[src/rtl/rob_pkg.sv]
package rob_pkg;
  typedef enum logic [1:0] {
    KIND_REG    = 2'b00,
    KIND_STORE  = 2'b01,
    KIND_BRANCH = 2'b10
  } kind_e;
endpackage

[src/rtl/rob_ctrl.sv]
module rob_ctrl #(
  parameter int DEPTH = 8,
  localparam int TAG_W = (DEPTH > 1) ? $clog2(DEPTH) : 1,
  localparam int CNT_W = $clog2(DEPTH + 1)
) (
  input  logic             clk_i,
  input  logic             rst_ni,
  input  logic             alloc_i,
  input  logic             retire_i,
  input  logic             flush_i,
  output logic [TAG_W-1:0] head_o,
  output logic [TAG_W-1:0] tail_o,
  output logic             full_o,
  output logic             empty_o
);
  logic [TAG_W-1:0] head_q, tail_q;
  logic [CNT_W-1:0] cnt_q;

  function automatic logic [TAG_W-1:0] step(input logic [TAG_W-1:0] p);
    return (p == TAG_W'(DEPTH - 1)) ? '0 : p + 1'b1;
  endfunction

  always_ff @(posedge clk_i or negedge rst_ni) begin
    if (!rst_ni) begin
      head_q <= '0;
      tail_q <= '0;
      cnt_q  <= '0;
    end else if (flush_i) begin
      // flushing entry retires, everything younger is dropped
      head_q <= step(head_q);
      tail_q <= step(head_q);
      cnt_q  <= '0;
    end else begin
      if (retire_i) head_q <= step(head_q);
      if (alloc_i)  tail_q <= step(tail_q);
      unique case ({alloc_i, retire_i})
        2'b10:   cnt_q <= cnt_q + 1'b1;
        2'b01:   cnt_q <= cnt_q - 1'b1;
        default: cnt_q <= cnt_q;
      endcase
    end
  end

  assign head_o  = head_q;
  assign tail_o  = tail_q;
  assign full_o  = (cnt_q == CNT_W'(DEPTH));
  assign empty_o = (cnt_q == '0);

  AST_NO_OVERFLOW: assert property (@(posedge clk_i) disable iff (!rst_ni)
    cnt_q <= CNT_W'(DEPTH));
  AST_FLUSH_EMPTIES: assert property (@(posedge clk_i) disable iff (!rst_ni)
    flush_i |=> empty_o);
  AST_RETIRE_NONEMPTY: assert property (@(posedge clk_i) disable iff (!rst_ni)
    retire_i |-> !empty_o);
  AST_FULL_ALLOC: assert property (@(posedge clk_i) disable iff (!rst_ni)
    (alloc_i && full_o) |-> retire_i);
endmodule

[src/rtl/rob_slots.sv]
module rob_slots
  import rob_pkg::*;
#(
  parameter int DEPTH  = 8,
  parameter int DATA_W = 32,
  parameter int DEST_W = 8,
  localparam int TAG_W = (DEPTH > 1) ? $clog2(DEPTH) : 1
) (
  input  logic              clk_i,
  input  logic              rst_ni,
  input  logic              alloc_i,
  input  logic [TAG_W-1:0]  alloc_idx_i,
  input  kind_e             alloc_kind_i,
  input  logic [DEST_W-1:0] alloc_dest_i,
  input  logic              wb_valid_i,
  input  logic [TAG_W-1:0]  wb_idx_i,
  input  logic [DATA_W-1:0] wb_value_i,
  input  logic              wb_exc_i,
  input  logic              wb_mispred_i,
  input  logic              retire_i,
  input  logic              flush_i,
  input  logic [TAG_W-1:0]  head_idx_i,
  input  logic [TAG_W-1:0]  rd_idx_i,
  output logic              head_valid_o,
  output logic              head_ready_o,
  output kind_e             head_kind_o,
  output logic [DEST_W-1:0] head_dest_o,
  output logic [DATA_W-1:0] head_value_o,
  output logic              head_exc_o,
  output logic              head_mispred_o,
  output logic              rd_ready_o,
  output logic [DATA_W-1:0] rd_value_o
);
  logic [DEPTH-1:0]  valid_q, ready_q, exc_q, mis_q;
  kind_e             kind_q  [DEPTH];
  logic [DEST_W-1:0] dest_q  [DEPTH];
  logic [DATA_W-1:0] value_q [DEPTH];

  always_ff @(posedge clk_i or negedge rst_ni) begin
    if (!rst_ni) begin
      valid_q <= '0;
      ready_q <= '0;
      exc_q   <= '0;
      mis_q   <= '0;
      for (int i = 0; i < DEPTH; i++) begin
        kind_q[i]  <= KIND_REG;
        dest_q[i]  <= '0;
        value_q[i] <= '0;
      end
    end else if (flush_i) begin
      valid_q <= '0;
      ready_q <= '0;
    end else begin
      for (int i = 0; i < DEPTH; i++) begin
        if (alloc_i && alloc_idx_i == TAG_W'(i)) begin
          // reuse of a retiring slot: allocation wins
          valid_q[i] <= 1'b1;
          ready_q[i] <= 1'b0;
          exc_q[i]   <= 1'b0;
          mis_q[i]   <= 1'b0;
          kind_q[i]  <= alloc_kind_i;
          dest_q[i]  <= alloc_dest_i;
        end else if (retire_i && head_idx_i == TAG_W'(i)) begin
          valid_q[i] <= 1'b0;
          ready_q[i] <= 1'b0;
        end else if (wb_valid_i && wb_idx_i == TAG_W'(i) && valid_q[i]) begin
          ready_q[i] <= 1'b1;
          value_q[i] <= wb_value_i;
          exc_q[i]   <= wb_exc_i;
          mis_q[i]   <= wb_mispred_i;
        end
      end
    end
  end

  assign head_valid_o   = valid_q[head_idx_i];
  assign head_ready_o   = ready_q[head_idx_i];
  assign head_kind_o    = kind_q[head_idx_i];
  assign head_dest_o    = dest_q[head_idx_i];
  assign head_value_o   = value_q[head_idx_i];
  assign head_exc_o     = exc_q[head_idx_i];
  assign head_mispred_o = mis_q[head_idx_i];
  assign rd_ready_o     = ready_q[rd_idx_i];
  assign rd_value_o     = value_q[rd_idx_i];

  for (genvar g = 0; g < DEPTH; g++) begin : g_chk
    AST_READY_NEEDS_VALID: assert property (@(posedge clk_i) disable iff (!rst_ni)
      ready_q[g] |-> valid_q[g]);
  end

  AST_STALE_WB: assert property (@(posedge clk_i) disable iff (!rst_ni)
    (wb_valid_i && !valid_q[wb_idx_i]) |=> !ready_q[$past(wb_idx_i)]);
endmodule

[src/rtl/rob_core.sv]
module rob_core
  import rob_pkg::*;
#(
  parameter int DEPTH  = 8,
  parameter int DATA_W = 32,
  parameter int DEST_W = 8,
  localparam int TAG_W = (DEPTH > 1) ? $clog2(DEPTH) : 1
) (
  input  logic              clk_i,
  input  logic              rst_ni,
  input  logic              iss_valid_i,
  input  logic [1:0]        iss_kind_i,
  input  logic [DEST_W-1:0] iss_dest_i,
  output logic              iss_ready_o,
  output logic [TAG_W-1:0]  iss_tag_o,
  input  logic              wb_valid_i,
  input  logic [TAG_W-1:0]  wb_tag_i,
  input  logic [DATA_W-1:0] wb_value_i,
  input  logic              wb_exc_i,
  input  logic              wb_mispred_i,
  input  logic [TAG_W-1:0]  rd_tag_i,
  output logic              rd_ready_o,
  output logic [DATA_W-1:0] rd_value_o,
  output logic              rf_we_o,
  output logic [DEST_W-1:0] rf_addr_o,
  output logic [DATA_W-1:0] rf_data_o,
  output logic              mem_we_o,
  output logic [DEST_W-1:0] mem_addr_o,
  output logic [DATA_W-1:0] mem_data_o,
  output logic              flush_o,
  output logic              redirect_o,
  output logic              trap_o,
  output logic [DATA_W-1:0] target_o
);
  logic [TAG_W-1:0]  head, tail;
  logic              full, empty;
  logic              alloc, retire, flush;
  logic              h_valid, h_ready, h_exc, h_mis;
  kind_e             h_kind;
  logic [DEST_W-1:0] h_dest;
  logic [DATA_W-1:0] h_value;

  rob_ctrl #(.DEPTH(DEPTH)) u_ctrl (
    .clk_i    (clk_i),
    .rst_ni   (rst_ni),
    .alloc_i  (alloc),
    .retire_i (retire),
    .flush_i  (flush),
    .head_o   (head),
    .tail_o   (tail),
    .full_o   (full),
    .empty_o  (empty)
  );

  rob_slots #(.DEPTH(DEPTH), .DATA_W(DATA_W), .DEST_W(DEST_W)) u_slots (
    .clk_i          (clk_i),
    .rst_ni         (rst_ni),
    .alloc_i        (alloc),
    .alloc_idx_i    (tail),
    .alloc_kind_i   (kind_e'(iss_kind_i)),
    .alloc_dest_i   (iss_dest_i),
    .wb_valid_i     (wb_valid_i),
    .wb_idx_i       (wb_tag_i),
    .wb_value_i     (wb_value_i),
    .wb_exc_i       (wb_exc_i),
    .wb_mispred_i   (wb_mispred_i),
    .retire_i       (retire),
    .flush_i        (flush),
    .head_idx_i     (head),
    .rd_idx_i       (rd_tag_i),
    .head_valid_o   (h_valid),
    .head_ready_o   (h_ready),
    .head_kind_o    (h_kind),
    .head_dest_o    (h_dest),
    .head_value_o   (h_value),
    .head_exc_o     (h_exc),
    .head_mispred_o (h_mis),
    .rd_ready_o     (rd_ready_o),
    .rd_value_o     (rd_value_o)
  );

  always_comb begin
    retire     = h_valid && h_ready;
    trap_o     = retire && h_exc;
    redirect_o = retire && !h_exc && h_kind == KIND_BRANCH && h_mis;
    rf_we_o    = retire && !h_exc && h_kind == KIND_REG;
    mem_we_o   = retire && !h_exc && h_kind == KIND_STORE;
    flush      = trap_o || redirect_o;
    // no allocation during a flush: the tail is being rewound
    iss_ready_o = (!full || retire) && !flush;
    alloc       = iss_valid_i && iss_ready_o;
  end

  assign flush_o    = flush;
  assign iss_tag_o  = tail;
  assign rf_addr_o  = h_dest;
  assign rf_data_o  = h_value;
  assign mem_addr_o = h_dest;
  assign mem_data_o = h_value;
  assign target_o   = h_value;

  AST_TRAP_NO_WRITE: assert property (@(posedge clk_i) disable iff (!rst_ni)
    trap_o |-> (!rf_we_o && !mem_we_o));
  AST_ONE_ACTION: assert property (@(posedge clk_i) disable iff (!rst_ni)
    $onehot0({rf_we_o, mem_we_o, redirect_o, trap_o}));
  AST_NO_COMMIT_EMPTY: assert property (@(posedge clk_i) disable iff (!rst_ni)
    empty |-> !(rf_we_o || mem_we_o || flush_o));
  AST_REDIRECT_REWIND: assert property (@(posedge clk_i) disable iff (!rst_ni)
    redirect_o |=> (iss_tag_o == (($past(head) == TAG_W'(DEPTH - 1)) ? '0 : $past(head) + 1'b1)));
endmodule

[config.mk]
export PLATFORM = sky130hd
export DESIGN_NAME = rob_core
export DESIGN_NICKNAME = d
export VERILOG_FILES = /design/src/rtl/rob_pkg.sv /design/src/rtl/rob_ctrl.sv /design/src/rtl/rob_slots.sv /design/src/rtl/rob_core.sv
export SDC_FILE = /design/constraint.sdc
export NUM_CORES = 1
export LEC_CHECK = 0
export BUFFER_PORTS_ARGS = -buffer_cell sky130_fd_sc_hd__buf_2
export CAP_MARGIN = 0
export CORE_MARGIN = 10
export CORE_UTILIZATION = 40
export DETAILED_ROUTE_END_ITERATION = 7
export GPL_TIMING_DRIVEN = 0
export PLACE_DENSITY = 0.55
export SKIP_LAST_GASP = 1
export SYNTH_ARGS = -nofsm -noshare
export SYNTH_HDL_FRONTEND = slang
export SYNTH_SLANG_ARGS = --single-unit
[constraint.sdc]
create_clock -name clk_i -period 4.42 [get_ports clk_i]
set_input_delay 1.105 -clock clk_i [delete_from_list [all_inputs] [get_ports clk_i]]
set_output_delay 1.105 -clock clk_i [all_outputs]
set_load 0.03 [all_outputs]
==> Word level (Yosys, flattened, before mapping) <==
Cells that the tools add are included.
{ "classes": {"add_sub_neg": 4, "magnitude_cmp": 4, "n_eq_ne": 34, "muxes": 120, "bitwise": 19, "reduce_logical": 101} }
{ "ops": {"columns": ["operator", "n"], "rows": [
  ["$bmux W32 S3", 2],
  ["$mux W32", 4],
  ["$mux W1", 93],
  ["$logic_and A1 B1 Y1", 41],
  ["$eq A3 B3 Y1 const B", 12],
  ["$mux W8", 4],
  ["$reduce_and A4 Y1", 8],
  ["$reduce_bool A4 Y1", 8],
  ["$reduce_bool A3 Y1", 9],
  ["$bmux W8 S3", 1],
  ["$reduce_and A3 Y1", 8],
  ["$reduce_bool A2 Y1", 10],
  ["$eq A3 B2 Y1 const B", 6],
  ["$mux W3", 6],
  ["$not A1 Y1", 17],
  ["$ne A2 B1 Y1 const B", 8],
  ["$reduce_and A2 Y1", 8],
  ["$bmux W1 S3", 5],
  ["$eq A3 B1 Y1 const B", 3],
  ["$logic_not A3 Y1", 3],
  ["$ge A4 B4 Y1 const B", 2],
  ["$lt A3 B4 Y1 const B", 2],
  ["$not A3 Y4", 2],
  ["$pmux W4 S2", 1],
  ["other kinds (12)", 19]
]} }
{ "totals": {"ff_bits": 378, "input_bits": 54, "out_inout_bits": 154, "wordCells": 341} }

==> Depth between registers and ports, before layout <==
Gate-level depths: netlist (run 1).
{ "logic_depth": {"depth_word": 14, "ltp_mapped": 13, "mapped_depth_nobuf": 10} }

==> Cells and area by module <==
A second synthesis (run 1) with hierarchy kept.
{ "unflattened": {"cells_unflattened": 1292, "area_unflattened_um2": 19851.5} }
{ "modules_own_cells": {"columns": ["mod", "n_inst", "cells_each", "area_per_inst_um2", "seq_area_each_um2"], "rows": [
  ["rob_slots", 1, 1145, 18591.6, 9208.8],
  ["rob_ctrl", 1, 61, 631.9, 250.2],
  ["rob_core", 1, 86, 628.1, 0.0]
]} }

==> Worst setup path after synthesis (run 1) <==
No wires, ideal clock.
{ "synth_path": {"kind": "in2out", "startpoint": "input port rd_tag_i[0]", "endpoint": "output port rd_ready_o", "arrival_ns": 2.990, "required_time_ns": 3.315, "slack_ns": 0.325, "cell_stages": 4, "path_buffers": 2, "cell_sequence": "buf_1 -> buf_1 -> mux4_2 -> mux2_2"} }
{ "synth_via": {"elab_chain_cells": 2} }
{ "synth_lines": {"columns": ["item", "line", "rtl"], "rows": [
  ["from (decl)", "rob_core.sv:21", "input logic [TAG_W-1:0] rd_tag_i,"],
  ["$bmux W1 S3", "rob_slots.sv:83", "assign rd_ready_o = ready_q[rd_idx_i];"],
  ["$mux W1 (implied by the code)", "rob_slots.sv:83", null],
  ["to (decl)", "rob_core.sv:22", "output logic rd_ready_o,"]
]} }
No other way between the ends. The select of a mux whose other input is x is not followed.

==> Worst setup path in the final report (run 1) <==
{ "layout_path": {"startpoint": "register u_ctrl.head_q[0], in the netlist u_ctrl.head_o[0]", "endpoint": "output port redirect_o"} }
{ "layout_via": {"elab_chain_cells": 7, "word_cells_on_any_way": 18, "classes_between": "eq/ne: 1; mux: 11; bitwise: 1; reduce/logical: 5"} }
{ "layout_lines": {"columns": ["item", "line", "rtl"], "rows": [
  ["from (decl)", "rob_ctrl.sv:16", "logic [TAG_W-1:0] head_q, tail_q;"],
  ["from (signal assigned)", "rob_ctrl.sv:30", "head_q <= step(head_q);"],
  ["from (signal assigned)", "rob_ctrl.sv:34", "if (retire_i) head_q <= step(head_q);"],
  ["$not A3 Y4 (implied by the code)", "rob_slots.sv:78", "assign head_kind_o = kind_q[head_idx_i];"],
  ["$bmux W2 S3", "rob_slots.sv:78", null],
  ["$mux W2 (implied by the code) (2 in series)", "rob_slots.sv:78", null],
  ["$eq A2 B2 Y1", "rob_core.sv:85", "redirect_o = retire && !h_exc && h_kind == KIND_BRANCH && h_mis;"],
  ["$logic_and A1 B1 Y1", "rob_core.sv:85", null],
  ["$logic_and A1 B1 Y1 (*)", "rob_core.sv:85", null],
  ["to (decl)", "rob_core.sv:31", "output logic redirect_o,"]
]} }
Every way passes the cells marked *; elsewhere a longest branch is shown, timed or not. The select of a mux whose other input is x is not followed.

==> run_results.csv, run 1 <==
group,metric,value,unit
die,die_area,59900,um^2
timing,period_minus_slack,4.34,ns
synthesis,synthCells,1417,
timing,slew_viol_final,0,
power,ir_drop,578,uV
detailed_routing,vias,13100,
placement,gp_routability_congestion,0.854,
clocking,cts_root_buf,"clkbuf_16",
synthesis,ys.warnings.count,0,
global_route,grt_overflow,0,
setup_path,end_kind,"output pin",
die,core,50100,um^2
finish,final_common_cell,"dfrtp_1",
synthesis,netlist_area,20200,um^2
detailed_routing,drtAntennaViolNets,0,
setup_path,crit_fanout,10,
die,die_h,245,um
placement,port_buffers,201,
finish,layout_common_cells,"378 x dfrtp_1, 287 x mux2_2, 228 x buf_2, 157 x mux4_2, 145 x nand2_1",
timing,fmax,230,MHz
synthesis,avgSynthCellArea,14.3,um^2
finish,drive_gt1_share,51.4,%
worst_hold_path,min_path_type,"in2async",
finish,area_growth,17.7,%
timing,hold_viol_final,0,
clocking,htreeDepth,2,
setup_path,cp.arrival,3.24,ns
global_route,track_usage,19.1,%
power,leakagePower,10.7,nW
timing,clock_skew,0.0188,ns
synthesis,async_reset_ff_share,100,%
finish,final_util,47.5,%
placement,dp_hpwl,39.3,mm
power,power_density,926,nW/um^2
detailed_routing,wl_per_cell,24.2,um
synthesis,synth-edff-count,0,
synthesis,ys_types,55,
outcome,outcome,"finished, final reports clean",
setup_path,crit_path_start_kind,"register",
timing,timing.final.crit_share,98.3,%
timing,setup_ws,0.0766,ns
timing,rsz0062_at_grt,"yes",
synthesis,ys.flop_type,"dfrtp_1",
timing,fin_hold_ws,0.479,ns
setup_path,worst-endpoint-required,3.31,ns
die,num_io_pins,208,
die,die_w,245,um
detailed_routing,wl,57.4,mm
synthesis,synth.ff_latch_count,378,
finish,fin_nets,1737,
clocking,cts_buffer_depth,3,
timing,finalSetupViolCount,0,
clocking,clkSinkCount,378,
job,cap_violations,0,
clocking,cts_tree,"built",
setup_path,crit_type,"reg2out",
timing,maxSlewHeadroom,35.2,%
die,initial_core_util,40.3,%
detailed_routing,dr.pass1.iters,5,
synthesis,syn_nets,1486,
clocking,insertion_delay,0.58,ns
synthesis,yosysSeqAreaShare,46.8,%
placement,dp_slack,-0.638,ns
global_route,grt_pass1_wl,87.6,mm
clocking,clk_pin_slew,0.06,ns
global_route,grt_max_degree,118,
timing,worstMarginPinSlew,0.972,ns
detailed_routing,viasPerCell,5.51,
detailed_routing,dr.first_iter.drc_count,805,
global_route,grt_pass1_vias,14100,
global_route,antenna_found_initial,4,
die,rows,82,
detailed_routing,drc,0,
clocking,cts-buffers-inserted,45,
finish,fillers,4526,
## kinds of logic (layout without fill, tap and decap cells)
| logic type | Yosys count | in the layout | synth area share [%] |
|---|---|---|---|
| simple gates | 219 | 219 | 4.67 |
| compound gates | 74 | 74 | 2.95 |
| xor+xnor | 1 | 1 | 0.0434 |
| other cells | 0 | 1 | 0 |
| flops | 378 | 378 | 46.8 |
| fa+ha+maj | 15 | 15 | 0.966 |
| buf+inv | 182 | 466 | 5.28 |
| mux | 548 | 548 | 39.3 |
## final timing paths
path                       cells after the start  slack, ns         startpoint                   end
max in group asynchronous                      4       2.02             rst_ni      u_ctrl.head_o[1]
min reg2reg                                    1       0.48  u_slots.kind_q[3]     u_slots.kind_q[3]
max                                           10       0.08   u_ctrl.head_o[0]            redirect_o
min in group clk_i                             1       0.48  u_slots.kind_q[3]     u_slots.kind_q[3]
min                                            1       0.48             rst_ni  u_slots.value_q[244]
max reg2reg                                   10       0.49   u_ctrl.head_o[2]  u_slots.value_q[240]
## per-stage QoR
step / total power [mW] / cells / instance area [um^2] / TNS (ns)
floorplan: 15.0 / 1417 / 20200 / 0
global placement: 18.0 / 2290 / 22000 / -2073.68
detailed placement: 18.3 / 2293 / 22100 / -22.77
CTS: 22.2 / 2373 / 23800 / 0
global route: 23.3 / 2373 / 23800 / -0.0478
finish: 22.0 / 2374 / 23800 / 0
## worst max-delay path: stages (launching register included)
cell and delay [ns]:
dfrtp_1 0.40, buf_4 0.21, buf_2 0.24, nand3b_1 0.20
o2111ai_1 0.27, o211a_1 0.28, clkbuf_2 0.23, clkbuf_4 0.26
nand2_1 0.08, nor4_1 0.22, buf_2 0.27
## power breakdown
group          total, mW  switching, mW  internal (mW)
registers           6.21           1.08           5.13
clock network       3.82           1.49           2.33
logic               12.0           6.67           5.30
total               22.0           9.24           12.8
## cell type report
| type | count | area, um^2 | area share [%] |
|---|---|---|---|
| Antenna cell | 1 | 2.50 | 0.0105 |
| Buffer | 168 | 1080 | 4.57 |
| Timing Repair Buffer | 205 | 1110 | 4.66 |
| Clock inverter | 10 | 141 | 0.595 |
| Sequential cell | 378 | 9460 | 39.8 |
| Clock buffer | 70 | 1390 | 5.86 |
| Tap cell | 672 | 841 | 3.54 |
| Multi-Input combinational cell | 857 | 9680 | 40.8 |
| Inverter | 13 | 51.3 | 0.216 |
## routing by layer
metal	up-vias	wire, um	GRT usage, %
met5	-	39	0
met4	6	1030	4.46
met3	85	3390	4.32
met2	362	28100	31.9
met1	6903	24800	24.9
li1	5729	-	-
## state kept, by name, summed over array words and instances (netlist names), 4 cells and up
name             count
u_slots.exc_q        8
u_slots.ready_q      8
u_slots.valid_q      8
u_slots.mis_q        8
u_slots.dest_q      64
u_slots.value_q    256
u_slots.kind_q      16
u_ctrl.cnt_q         4
## cell usage after synthesis (3+ instances only)
library cell	instances	area [um^2]
o2111ai_1	5	43.8
a21oi_1	8	40.0
mux2i_1	19	190
nand2_1	145	544
o31a_1	3	26.3
ha_1	14	175
mux2_2	287	3230
dfrtp_1	378	9460
nor2_1	25	93.8
mux4_2	157	3540
buf_1	27	101
nand3_1	9	45.0
a31oi_4	4	85.1
buf_2	18	90.1
mux2_1	83	935
nor2b_1	4	25.0
a221o_1	4	40.0
nor3b_1	3	22.5
buf_6	4	45.0
o21ai_0	11	55.1
a31oi_1	16	100
clkbuf_1	32	120
and3_1	10	62.6
buf_4	88	661
inv_2	3	11.3
inv_1	10	37.5
nor3_1	4	20.0
a21o_1	6	45.0
and2_1	9	56.3
## repair_timing
action | in CTS | in global routing
hold buffers | 0 | 0
endpoints found under the hold margin | 0 | 0
buffers inserted | 1 | 0
gates resized for setup | 52 | 32
endpoints found under the setup margin | 150 | 78
pin swaps | 1 | 0
Note: power is estimated with default switching activity, not from simulation.
==> run 2, diff against run 1 <==
Settings changed: CORE_ASPECT_RATIO set to 0.7.
==> run_results.csv, run 2 (synthesis results as in run 1) <==
group,metric,value,unit
placement,port_buffers,201,
power,p_int,12.6,mW
timing,hold_viol_final,0,
power,pwr-share-clk,16.4,%
power,p_sw,9.17,mW
power,pwr-share-seq,28.6,%
timing,period_minus_slack,4.30,ns
timing,finalSetupTns,0,ns
global_route,grt_pass1_wl,87.8,mm
finish,reg_top3,"u_slots.value_q x256, u_slots.dest_q x64, u_slots.kind_q x16",
finish,max_flop_register,"u_slots.value_q",
power,power_density,921,nW/um^2
setup_path,cp.arrival,3.19,ns
die,die_w,289,um
timing,rsz0062_at_grt,"yes",
finish,drive_gt1_share,51.3,%
power,switching_share,42.2,%
finish,area_growth,16.8,%
clocking,cts-buffers-inserted,42,
power,ir_drop,753,uV
detailed_routing,dr.first_iter.drc_count,872,
timing,clock_skew,0.0298,ns
die,num_io_pins,208,
timing,slew_viol_final,0,
setup_path,crit_path_start_kind,"input pin",
global_route,antenna_found_initial,4,
detailed_routing,wl_per_cell,24.1,um
power,leakagePower,10.7,nW
global_route,track_usage,19.0,%
timing,timing.final.crit_share,97.3,%
finish,fillers,4379,
clocking,clkSinkCount,378,
global_route,grt_overflow,0,
global_route,grt_max_degree,117,
setup_path,crit_fanout,10,
clocking,cts_root_buf,"clkbuf_16",
detailed_routing,viasPerCell,5.55,
clocking,insertion_delay,0.57,ns
setup_path,end_kind,"output pin",
detailed_routing,vias,13100,
timing,fmax,233,MHz
finish,seq_area,9460,um^2
timing,worstMarginPinSlew,1.02,ns
finish,final_common_cell,"dfrtp_1",
die,core,49600,um^2
die,initial_core_util,40.7,%
die,rows,68,
job,cap_violations,0,
clocking,cts_hold_buf,0,
clocking,cts_tree,"built",
setup_path,worst-endpoint-required,3.31,ns
die,die_area,60000,um^2
global_route,grt_pass1_vias,13900,
finish,fin_nets,1734,
power,p_comb_share,55.0,%
finish,multi_input_area,9670,um^2
setup_path,crit_type,"in2out",
clocking,clk_pin_slew,0.06,ns
finish,largest_reg_flops,256,
timing,maxSlewHeadroom,32.1,%
outcome,outcome,"finished, final reports clean",
clocking,cts_buffer_depth,3,
power,p_total,21.7,mW
placement,gp_routability_congestion,0.847,
finish,layout_common_cells,"378 x dfrtp_1, 287 x mux2_2, 229 x buf_2, 157 x mux4_2, 145 x nand2_1",
worst_hold_path,min_path_type,"in2async",
detailed_routing,drtAntennaViolNets,0,
detailed_routing,dr.pass1.iters,5,
placement,dp_hpwl,39.7,mm
detailed_routing,wl,56.8,mm
clocking,htreeDepth,2,
timing,finalSetupViolCount,0,
setup_path,rr_worst_depth,10,
die,die_h,208,um
detailed_routing,drc,0,
[run 2: cell count changes in the layout (fill, tap and decap cells not counted), sizes merged]
| cell | previous run | this run |
|---|---|---|
| clkbuf | 103 | 93 |
| clkdlybuf4s18 | 1 | 2 |
| clkinvlp | 2 | 0 |
| inv | 13 | 14 |
[run 2: layout make-up]
class	instances	share of cell area, %
tap	665	3.53
clock buffer	61	5.36
timing repair buffer	205	4.69
multi-input combinational	857	41.0
clock inverter	9	0.525
antenna	1	0.0106
buffer	168	4.60
inverter	13	0.207
sequential	378	40.1
[run 2: layer usage]
metal	GRT usage (%)	share of wire (%)
met5	0	0.039
met4	3.91	1.4
met3	3.90	6.5
met2	28.6	45
met1	27.8	47
[run 2: critical path: stages]
cell             delay (ns)
clkdlybuf4s15_2        0.49
buf_2                  0.48
mux4_2                 0.56
mux2_2                 0.34
buf_2                  0.20
[run 2: what timing repair did]
item	4_1_cts	5_1_grt
endpoints found under the setup margin	150	112
setup buffers	1	0
endpoints found under the hold margin	0	0
gates resized for setup	47	35
pin swaps	1	0
[run 2: worst paths after layout]
kind,from,end,slack (ns)
worst max register to register,u_ctrl.head_o[2],u_slots.value_q[109],0.57
worst max-delay path,rd_tag_i[0],rd_value_o[31],0.12
worst min register to register,u_ctrl.cnt_q[3],u_ctrl.cnt_q[3],0.48
min in group clk_i,u_ctrl.cnt_q[3],u_ctrl.cnt_q[3],0.48
max in group asynchronous,rst_ni,u_slots.value_q[9],2.04
worst min-delay path,rst_ni,u_slots.value_q[126],0.47
[run 2: metrics by stage]
step	std cells	hold slack [ns]	setup slack, ns	util [%]	area [um^2]
after floorplan	1417	0.438	0.325	-	20200
after global placement	2283	0.461	-5.52	44.4	22000
after detailed placement	2286	0.471	-0.562	44.6	22100
after CTS	2356	0.475	0.00292	47.6	23600
after global routing	2356	0.489	-0.0156	47.6	23600
final	2357	0.472	0.121	47.6	23600
[run 2: power by group through the flow]
stage | sequential [mW] | clock [mW] | combinational [mW]
floorplan | 5.89 | 0 | 9.06
global placement | 6.15 | 0 | 11.9
detailed placement | 6.24 | 0 | 12.0
CTS | 6.19 | 3.66 | 12.1
global route | 6.44 | 3.81 | 12.8
finish | 6.21 | 3.57 | 11.9
